===== src/rtl/pstat_pkg.sv =====
package pstat_pkg;

   typedef enum logic [1:0] {
      ROLE_HDR = 2'd0,
      ROLE_TS  = 2'd1,
      ROLE_PAY = 2'd2
   } role_t;

   // Header word layout, most significant field first (bit 63 down to 0).
   typedef struct packed {
      logic [1:0]  kind;
      logic        has_ts;
      logic        eob;
      logic [11:0] seq;
      logic [15:0] len;
      logic [15:0] src;
      logic [15:0] dst;
   } hdr_t;

   localparam int unsigned HDR_BITS = $bits(hdr_t);

endpackage


===== src/rtl/pstat_role.sv =====
module pstat_role
   import pstat_pkg::*;
(
   input  logic  clk,
   input  logic  rst,
   input  logic  beat,
   input  logic  last,
   input  logic  ts_flag,
   output role_t role
);

   role_t role_q;
   role_t role_d;

   always_comb begin
      role_d = role_q;
      if (beat) begin
         if (last) begin
            role_d = ROLE_HDR;
         end else begin
            unique case (role_q)
               ROLE_HDR: role_d = ts_flag ? ROLE_TS : ROLE_PAY;
               ROLE_TS:  role_d = ROLE_PAY;
               default:  role_d = ROLE_PAY;
            endcase
         end
      end
   end

   always_ff @(posedge clk) begin
      if (rst) role_q <= ROLE_HDR;
      else     role_q <= role_d;
   end

   assign role = role_q;

endmodule


===== src/rtl/pstat_accum.sv =====
module pstat_accum #(
   parameter int unsigned DATA_W     = 64,
   parameter int unsigned CNT_W      = 32,
   parameter logic [DATA_W-1:0] MIN_INIT = {1'b0, {(DATA_W-1){1'b1}}},
   parameter bit          SIGNED_CMP = 1'b0
) (
   input  logic              clk,
   input  logic              rst,
   input  logic              beat,
   input  logic              is_pay,
   input  logic              last,
   input  logic [DATA_W-1:0] word,
   output logic [CNT_W-1:0]  nx_cnt,
   output logic [DATA_W-1:0] nx_sum,
   output logic [DATA_W-1:0] nx_min,
   output logic [DATA_W-1:0] nx_max,
   output logic [DATA_W-1:0] nx_chk
);

   logic [CNT_W-1:0]  acc_cnt;
   logic [DATA_W-1:0] acc_sum, acc_min, acc_max, acc_chk;
   logic              below_min, above_max;
   logic              take;

   generate
      if (SIGNED_CMP) begin : g_cmp_signed
         assign below_min = $signed(word) < $signed(acc_min);
         assign above_max = $signed(word) > $signed(acc_max);
      end else begin : g_cmp_unsigned
         assign below_min = word < acc_min;
         assign above_max = word > acc_max;
      end
   endgenerate

   assign take = beat && is_pay;

   always_comb begin
      nx_cnt = acc_cnt;
      nx_sum = acc_sum;
      nx_min = acc_min;
      nx_max = acc_max;
      nx_chk = acc_chk;
      if (take) begin
         nx_cnt = acc_cnt + CNT_W'(1);
         nx_sum = acc_sum + word;
         nx_chk = acc_chk ^ word;
         if (below_min) nx_min = word;
         if (above_max) nx_max = word;
      end
   end

   always_ff @(posedge clk) begin
      if (rst || (beat && last)) begin
         acc_cnt <= '0;
         acc_sum <= '0;
         acc_min <= MIN_INIT;
         acc_max <= '0;
         acc_chk <= '0;
      end else begin
         acc_cnt <= nx_cnt;
         acc_sum <= nx_sum;
         acc_min <= nx_min;
         acc_max <= nx_max;
         acc_chk <= nx_chk;
      end
   end

endmodule


===== src/rtl/pkt_stat_probe.sv =====
module pkt_stat_probe
   import pstat_pkg::*;
#(
   parameter int unsigned DATA_W     = 64,
   parameter int unsigned CNT_W      = 32,
   parameter logic [DATA_W-1:0] MIN_INIT = {1'b0, {(DATA_W-1){1'b1}}},
   parameter bit          SIGNED_CMP = 1'b0
) (
   input  logic              clk,
   input  logic              rst,
   input  logic              s_tvalid,
   input  logic              s_tready,
   input  logic [DATA_W-1:0] s_tdata,
   input  logic              s_tlast,
   output logic              done,
   output logic [1:0]        rep_kind,
   output logic              rep_has_ts,
   output logic              rep_eob,
   output logic [11:0]       rep_seq,
   output logic [15:0]       rep_len,
   output logic [15:0]       rep_src,
   output logic [15:0]       rep_dst,
   output logic [DATA_W-1:0] rep_ts,
   output logic [CNT_W-1:0]  rep_cnt,
   output logic [DATA_W-1:0] rep_sum,
   output logic [DATA_W-1:0] rep_min,
   output logic [DATA_W-1:0] rep_max,
   output logic [DATA_W-1:0] rep_chk
);

   generate
      if (DATA_W != HDR_BITS) begin : g_bad_width
         $error("pkt_stat_probe: DATA_W must equal the header width");
      end
      if (CNT_W < 1 || CNT_W > 64) begin : g_bad_cnt
         $error("pkt_stat_probe: CNT_W out of range");
      end
   endgenerate

   logic  beat;
   role_t role;
   hdr_t  hdr_q, hdr_now, hdr_in;
   logic [DATA_W-1:0] ts_q, ts_now;
   logic [CNT_W-1:0]  nx_cnt;
   logic [DATA_W-1:0] nx_sum, nx_min, nx_max, nx_chk;
   hdr_t  rep_hdr;

   assign beat   = s_tvalid && s_tready;
   assign hdr_in = hdr_t'(s_tdata);

   pstat_role u_role (
      .clk     (clk),
      .rst     (rst),
      .beat    (beat),
      .last    (s_tlast),
      .ts_flag (hdr_in.has_ts),
      .role    (role)
   );

   pstat_accum #(
      .DATA_W     (DATA_W),
      .CNT_W      (CNT_W),
      .MIN_INIT   (MIN_INIT),
      .SIGNED_CMP (SIGNED_CMP)
   ) u_accum (
      .clk    (clk),
      .rst    (rst),
      .beat   (beat),
      .is_pay (role == ROLE_PAY),
      .last   (s_tlast),
      .word   (s_tdata),
      .nx_cnt (nx_cnt),
      .nx_sum (nx_sum),
      .nx_min (nx_min),
      .nx_max (nx_max),
      .nx_chk (nx_chk)
   );

   // Header and timestamp as they stand after the current word.
   always_comb begin
      hdr_now = hdr_q;
      ts_now  = ts_q;
      if (role == ROLE_HDR) begin
         hdr_now = hdr_in;
         ts_now  = '0;
      end else if (role == ROLE_TS) begin
         ts_now  = s_tdata;
      end
   end

   always_ff @(posedge clk) begin
      if (rst) begin
         hdr_q   <= '0;
         ts_q    <= '0;
         done    <= 1'b0;
         rep_hdr <= '0;
         rep_ts  <= '0;
         rep_cnt <= '0;
         rep_sum <= '0;
         rep_min <= '0;
         rep_max <= '0;
         rep_chk <= '0;
      end else begin
         done <= beat && s_tlast;
         if (beat) begin
            hdr_q <= hdr_now;
            ts_q  <= ts_now;
         end
         if (beat && s_tlast) begin
            rep_hdr <= hdr_now;
            rep_ts  <= ts_now;
            rep_cnt <= nx_cnt;
            rep_sum <= nx_sum;
            rep_min <= nx_min;
            rep_max <= nx_max;
            rep_chk <= nx_chk;
         end
      end
   end

   assign rep_kind   = rep_hdr.kind;
   assign rep_has_ts = rep_hdr.has_ts;
   assign rep_eob    = rep_hdr.eob;
   assign rep_seq    = rep_hdr.seq;
   assign rep_len    = rep_hdr.len;
   assign rep_src    = rep_hdr.src;
   assign rep_dst    = rep_hdr.dst;

endmodule


===== config.mk =====
export PLATFORM = sky130hd
export DESIGN_NAME = pkt_stat_probe
export DESIGN_NICKNAME = d
export VERILOG_FILES = /design/src/rtl/pstat_pkg.sv /design/src/rtl/pstat_role.sv /design/src/rtl/pstat_accum.sv /design/src/rtl/pkt_stat_probe.sv
export SDC_FILE = /design/constraint.sdc
export NUM_CORES = 2
export LEC_CHECK = 0
export CAP_MARGIN = 20
export CORE_MARGIN = 5
export CORE_UTILIZATION = 50
export CTS_CLUSTER_DIAMETER = 150
export CTS_CLUSTER_SIZE = 40
export DETAILED_ROUTE_END_ITERATION = 10
export DONT_BUFFER_PORTS = 1
export PLACE_DENSITY_LB_ADDON = 0.1
export SLEW_MARGIN = 0
export SYNTH_ARGS = -nofsm -noshare
export SYNTH_HDL_FRONTEND = slang
export SYNTH_SLANG_ARGS = --single-unit

===== constraint.sdc =====
create_clock -name clk -period 4.5 [get_ports clk]
set_input_delay 0.675 -clock clk [delete_from_list [all_inputs] [get_ports clk]]
set_output_delay 0.675 -clock clk [all_outputs]
set_load 0.005 [all_outputs]

# Word-level counts from Yosys, hierarchy flattened
# Index checks and enable logic that the tools add are counted.
# word_totals
latchBits	0
memories	0
reg_bits	835
ram_bits	0
mem_bits_ro	0
# classes
n_reduce_logical	5
n_mul	0
n_bitwise	1
div	0
n_shift	0
eq_ne	2
order_cmp	2
addsub	2
n_mux	13
# ops
op	count
2-to-1 mux 64 bit	9
adder 64 bit	1
greater-than comparator 64 bit	1
< comparator 64 bit	1
bitwise XOR 64 bit	1
adder 32 x 1 -> 32 bit, second input constant	1
2-to-1 mux 32 bit	1
2-to-1 mux 2 bit	3
logical AND 1 bit	3
== test 2 x 1 -> 1 bit, second input constant	1
== test 2 bit, second input constant	1
logical NOT 2 bit	1
logical OR 1 bit	1

# Depth between registers and ports, before layout
# depth
word_depth	3
depth_mapped	14
mapped_depth_nobuf	13

# By module
# Synthesis repeated with hierarchy kept, for this count alone.
# hier_totals
cells_unflattened	5035
hier_area_um2	40527.6
# by_module_without_submodules
module	area_each_um2	n_inst	cells_per_inst
pkt_stat_probe	20245.7	1	2540
pstat_accum	20194.4	1	2487
pstat_role	87.6	1	8

# Worst setup path before layout
# Ideal clock, no wire load.
# synth_timing
kind	input to register
startpoint	in s_tdata[0]
endpoint	reg rep_sum[56]
arrival_time_ns	3.323
slack_ns	1.114
cell_stages	13
path_cell_list	ha_1 inv_1 fa_1 nor2b_1 o2111ai_1 a21oi_1 o2111ai_2 a311oi_2 nor2_2 o41ai_4 a21oi_2 or4_1 nand3_1
# synth_via
elab_chain_cells	2
# synth_lines
element	line	rtl
start, declared	pkt_stat_probe.sv:13	input logic [DATA_W-1:0] s_tdata,
adder 64 bit	pstat_accum.sv:45	nx_sum = acc_sum + word;
2-to-1 mux 64 bit	pstat_accum.sv:43	if (take) begin
end signal, assigned	pkt_stat_probe.sv:113	rep_sum <= nx_sum;
end, declared	pkt_stat_probe.sv:25	output logic [DATA_W-1:0] rep_sum,
# Every way passes these cells.
# A chain may end at the register's enable or synchronous reset.

# Worst setup path after layout
# layout_timing
startpoint	reg u_accum.acc_sum[0]
endpoint	reg rep_sum[58]
# layout_via
elab_chain_cells	2
# layout_lines
element	line	rtl
start, declared	pstat_accum.sv:21	logic [DATA_W-1:0] acc_sum, acc_min, acc_max, acc_chk;
start signal, assigned	pstat_accum.sv:61	acc_sum <= nx_sum;
adder 64 bit	pstat_accum.sv:45	
2-to-1 mux 64 bit	pstat_accum.sv:43	
# Every way passes these cells.

==> key figures <==
Timing
  – Final min period: 3.68 ns
  – Setup_tns: 0 ns
  – RSZ-0062 raised after global routing: false
  – Fin Hold WS: approximately 0.13 ns
  – Fmax: 0.272 GHz
  – Final setup violation count: 0
  – Skew final: 0.0397 ns
  – Measured slew at the worst slew-check pin: 1.07 ns
  – Period utilization: between 80% and 90%
  – Final hold violation count: 0
  – Slew HR: 28.5%
  – Pins Over Slew Limit: 0

Synth
  – Synth cell types: 69
  – Synth Cell Area: 35400 µm²
  – Fraction of registers with async set/reset: 0%
  – Synth top area share: 47.2%
  – Largest cells by area after synthesis: dfxtp_1 (47%), nand2_1 (8.0%), ha_1 (6.8%)
  – Largest area contributor in the netlist: dfxtp_1
  – Synthesized area per cell: 8.61 µm²
  – Post-synth EDFFs: 0
  – Register bit total from synthesis: 835
  – Synth top cells by count: dfxtp_1 (835), nand2_1 (750), o21ai_0 (458), nor2_1 (383), a21oi_1 (220)
  – Syn nets: 4370
  – Synth Warn #: 0
  – Most common cell in the netlist: dfxtp_1
  – Register area share after synthesis: 47.2%
  – Main flop type after synthesis: dfxtp_1
  – Synth Instances: 4109

Drt
  – Wire per inst: 20.8 µm
  – Met3 WL: 6.09 mm
  – First drt pass iteration count: 5
  – WL met2: 47.5 mm
  – Highest routed layer: met5
  – WL final: 101 mm
  – Via count: 27372
  – Wl on met1: 44.2 mm
  – Initial DRC count: 2208
  – DRT antenna net count: 0
  – Vias per Instance: 5.62
  – Number of remaining DRC errors: 0

GRT
  – Vias in the first global route: 25709
  – GRT Overall Usage: 25.3%
  – Overflow after GRT: 0
  – First-pass GRT wire length: 157 mm
  – Initial antenna violation count: 0
  – Largest net degree at the start of global routing: 170

Clocking
  – Skew-Pair Late Insertion Delay: 0.65 ns
  – TritonCTS Buffers: 24
  – Clk Tree Root Cell: clkbuf_16
  – Clock sink count: 835
  – Hold Buf Count CTS: 0
  – CTS tree: built
  – Clock Path Buffers: 3
  – Post-CTS Setup Bufs: 0
  – H-tree depth: 1
  – Post-cts sizing count: 0
  – Worst-path clk slew: 0.15 ns

Outcome
  – Status: completed

Critical path
  – CP Class: reg2reg
  – Crit path arrival time: around 4.2 ns
  – Worst setup EP type: flip-flop
  – CP top delay family: compound AO/OA/AOI/OAI gates
  – Required @ worst endpoint: 5.06 ns
  – Slowest cell on the critical path: a2111oi_2
  – Crit path launch type: flip-flop
  – CP Max Fanout: 4
  – Most used cell along the critical path: o2111ai_1
  – Worst path max stage delay: roughly 0.52 ns
  – Critical-path cell list: ha_1, inv_1, fa_1, nor2b_1, o2111ai_1, a21oi_1, o2111ai_2, a21boi_1, o2111ai_1, a2111oi_2, nor3_1, o31a_1, o21ai_1
  – Crit path buffers/inverters: 1

Pwr
  – P_leak: ~0.015 µW
  – Seq pwr share: 65.3%
  – Switching Fraction: 24.5%
  – Int Power: 8830 µW
  – Worst VDD drop: 0.000314 V
  – Clock Power Share: 27.4%
  – Logic gate share of total power: 7.3%
  – NetSw: roughly 2900 µW
  – Pwr/cell area: 319 nW/µm²

Finish
  – Fin nets: between 4000 and 5000
  – Area of the multi-input gates: 17200 µm²
  – Fillers: 6906
  – Layout area overhead: 3.65%
  – FF/Latch Area: around 17000 µm²
  – ANT cells: 0
  – Share of layout cells above drive strength 1: 2.24%

Worst hold path
  – Hold Path Class: in2reg

Place
  – HPWL Detailed: 70.3 mm
  – RePlAce Congestion: around 0.88
  – Port Buffers: 0

Die
  – Die area: 76200 µm²
  – Die width: between 200 and 300 µm
  – Die H: 276 µm
  – Core box area: between 70000 and 80000 µm²
  – Initial Utilization: approximately half
  – # rows: 97
  – Ports: roughly 490

Job
  – Maxcap violations: 0
[per-layer routing]
layer / vias up / GRT usage (%)
met3: 120 / 4.81
met4: 2 / 7.34
met1: 13040 / 33.3
li1: 13586 / -
met5: - / 1.06
met2: 624 / 42.6
[power groups by stage]
stage               Clock, µW  Sequential [µW]  Combinational, µW
floorplan                   0             7760                658
global placement            0             7800                838
detailed placement          0             7800                848
CTS                      3310             7640                851
global route             3550             7660                961
finish                   3210             7640                848
[worst paths after layout]
kind / start / endpoint / slack (ns) / depth (start not counted)
worst max-delay path: u_accum.acc_sum[0] / rep_sum[58] / 0.82 / 13
worst min-delay path: rst / ts_q[5] / 0.13 / 1
worst max register to register: u_accum.acc_sum[0] / rep_sum[58] / 0.82 / 13
worst min register to register: hdr_q[31] / hdr_q[31] / 0.46 / 2
[placed cells by master, fill, tap and decap left out, types with 28 or more instances in the layout]
cell type  Yosys  final
a211oi_1      74     74
a22oi_1       64     64
a21oi_1      220    219
mux2i_1      211    211
o21ai_0      458    458
xor2_1       104    104
buf_4          1     31
nor2_1       383    382
dfxtp_1      835    834
a21o_1        61     61
nand2_1      750    749
xnor2_1       43     43
nand4_1       59     59
inv_1        151    151
ha_1         191    191
nand3_1       28     28
[stage by stage]
step / std cells / area [µm²] / setup slack, ns / utilization (%) / power [µW]
final: 4870 / 36700 / 0.823 / 52.3 / 11700
after global routing: 4870 / 36700 / 0.525 / 52.3 / 12200
after CTS: 4870 / 36700 / 0.779 / 52.3 / 11800
after detailed placement: 4843 / 36000 / 0.480 / 51.4 / 8650
after global placement: 4843 / 36000 / 0.536 / 51.4 / 8640
after floorplan: 4109 / 35400 / 1.11 / - / 8420
[cells by family after synthesis]
family          Yosys count  synth area share (%)
buf+inv                 395                  4.36
mux                     211                  5.97
fa+ha+maj               192                  6.81
xor+xnor                147                  3.64
flops                   835                  47.2
compound gates         1006                  16.7
simple gates           1323                  15.3
[flip-flops by register name, indices dropped and copies added, names as in the netlist, 12 cells and up]
| signal | flops |
|---|---|
| hdr_q | 64 |
| rep_seq | 12 |
| u_accum.acc_cnt | 32 |
| u_accum.acc_sum | 64 |
| rep_max | 64 |
| u_accum.acc_max | 64 |
| rep_ts | 64 |
| rep_dst | 16 |
| rep_sum | 64 |
| u_accum.acc_min | 64 |
| rep_cnt | 32 |
| rep_len | 16 |
| rep_chk | 64 |
| u_accum.acc_chk | 64 |
| rep_min | 64 |
| rep_src | 16 |
| ts_q | 64 |
[final cells by class]
class                           instances  area share, %
Multi-Input combinational cell       2879           46.9
Sequential cell                       835           45.6
Tap cell                              940           3.21
Clock buffer                           26           1.72
Inverter                              151           1.55
Timing Repair Buffer                   38           1.02
Clock inverter                          1         0.0205
No activity file was read; power rests on OpenSTA's default activity.
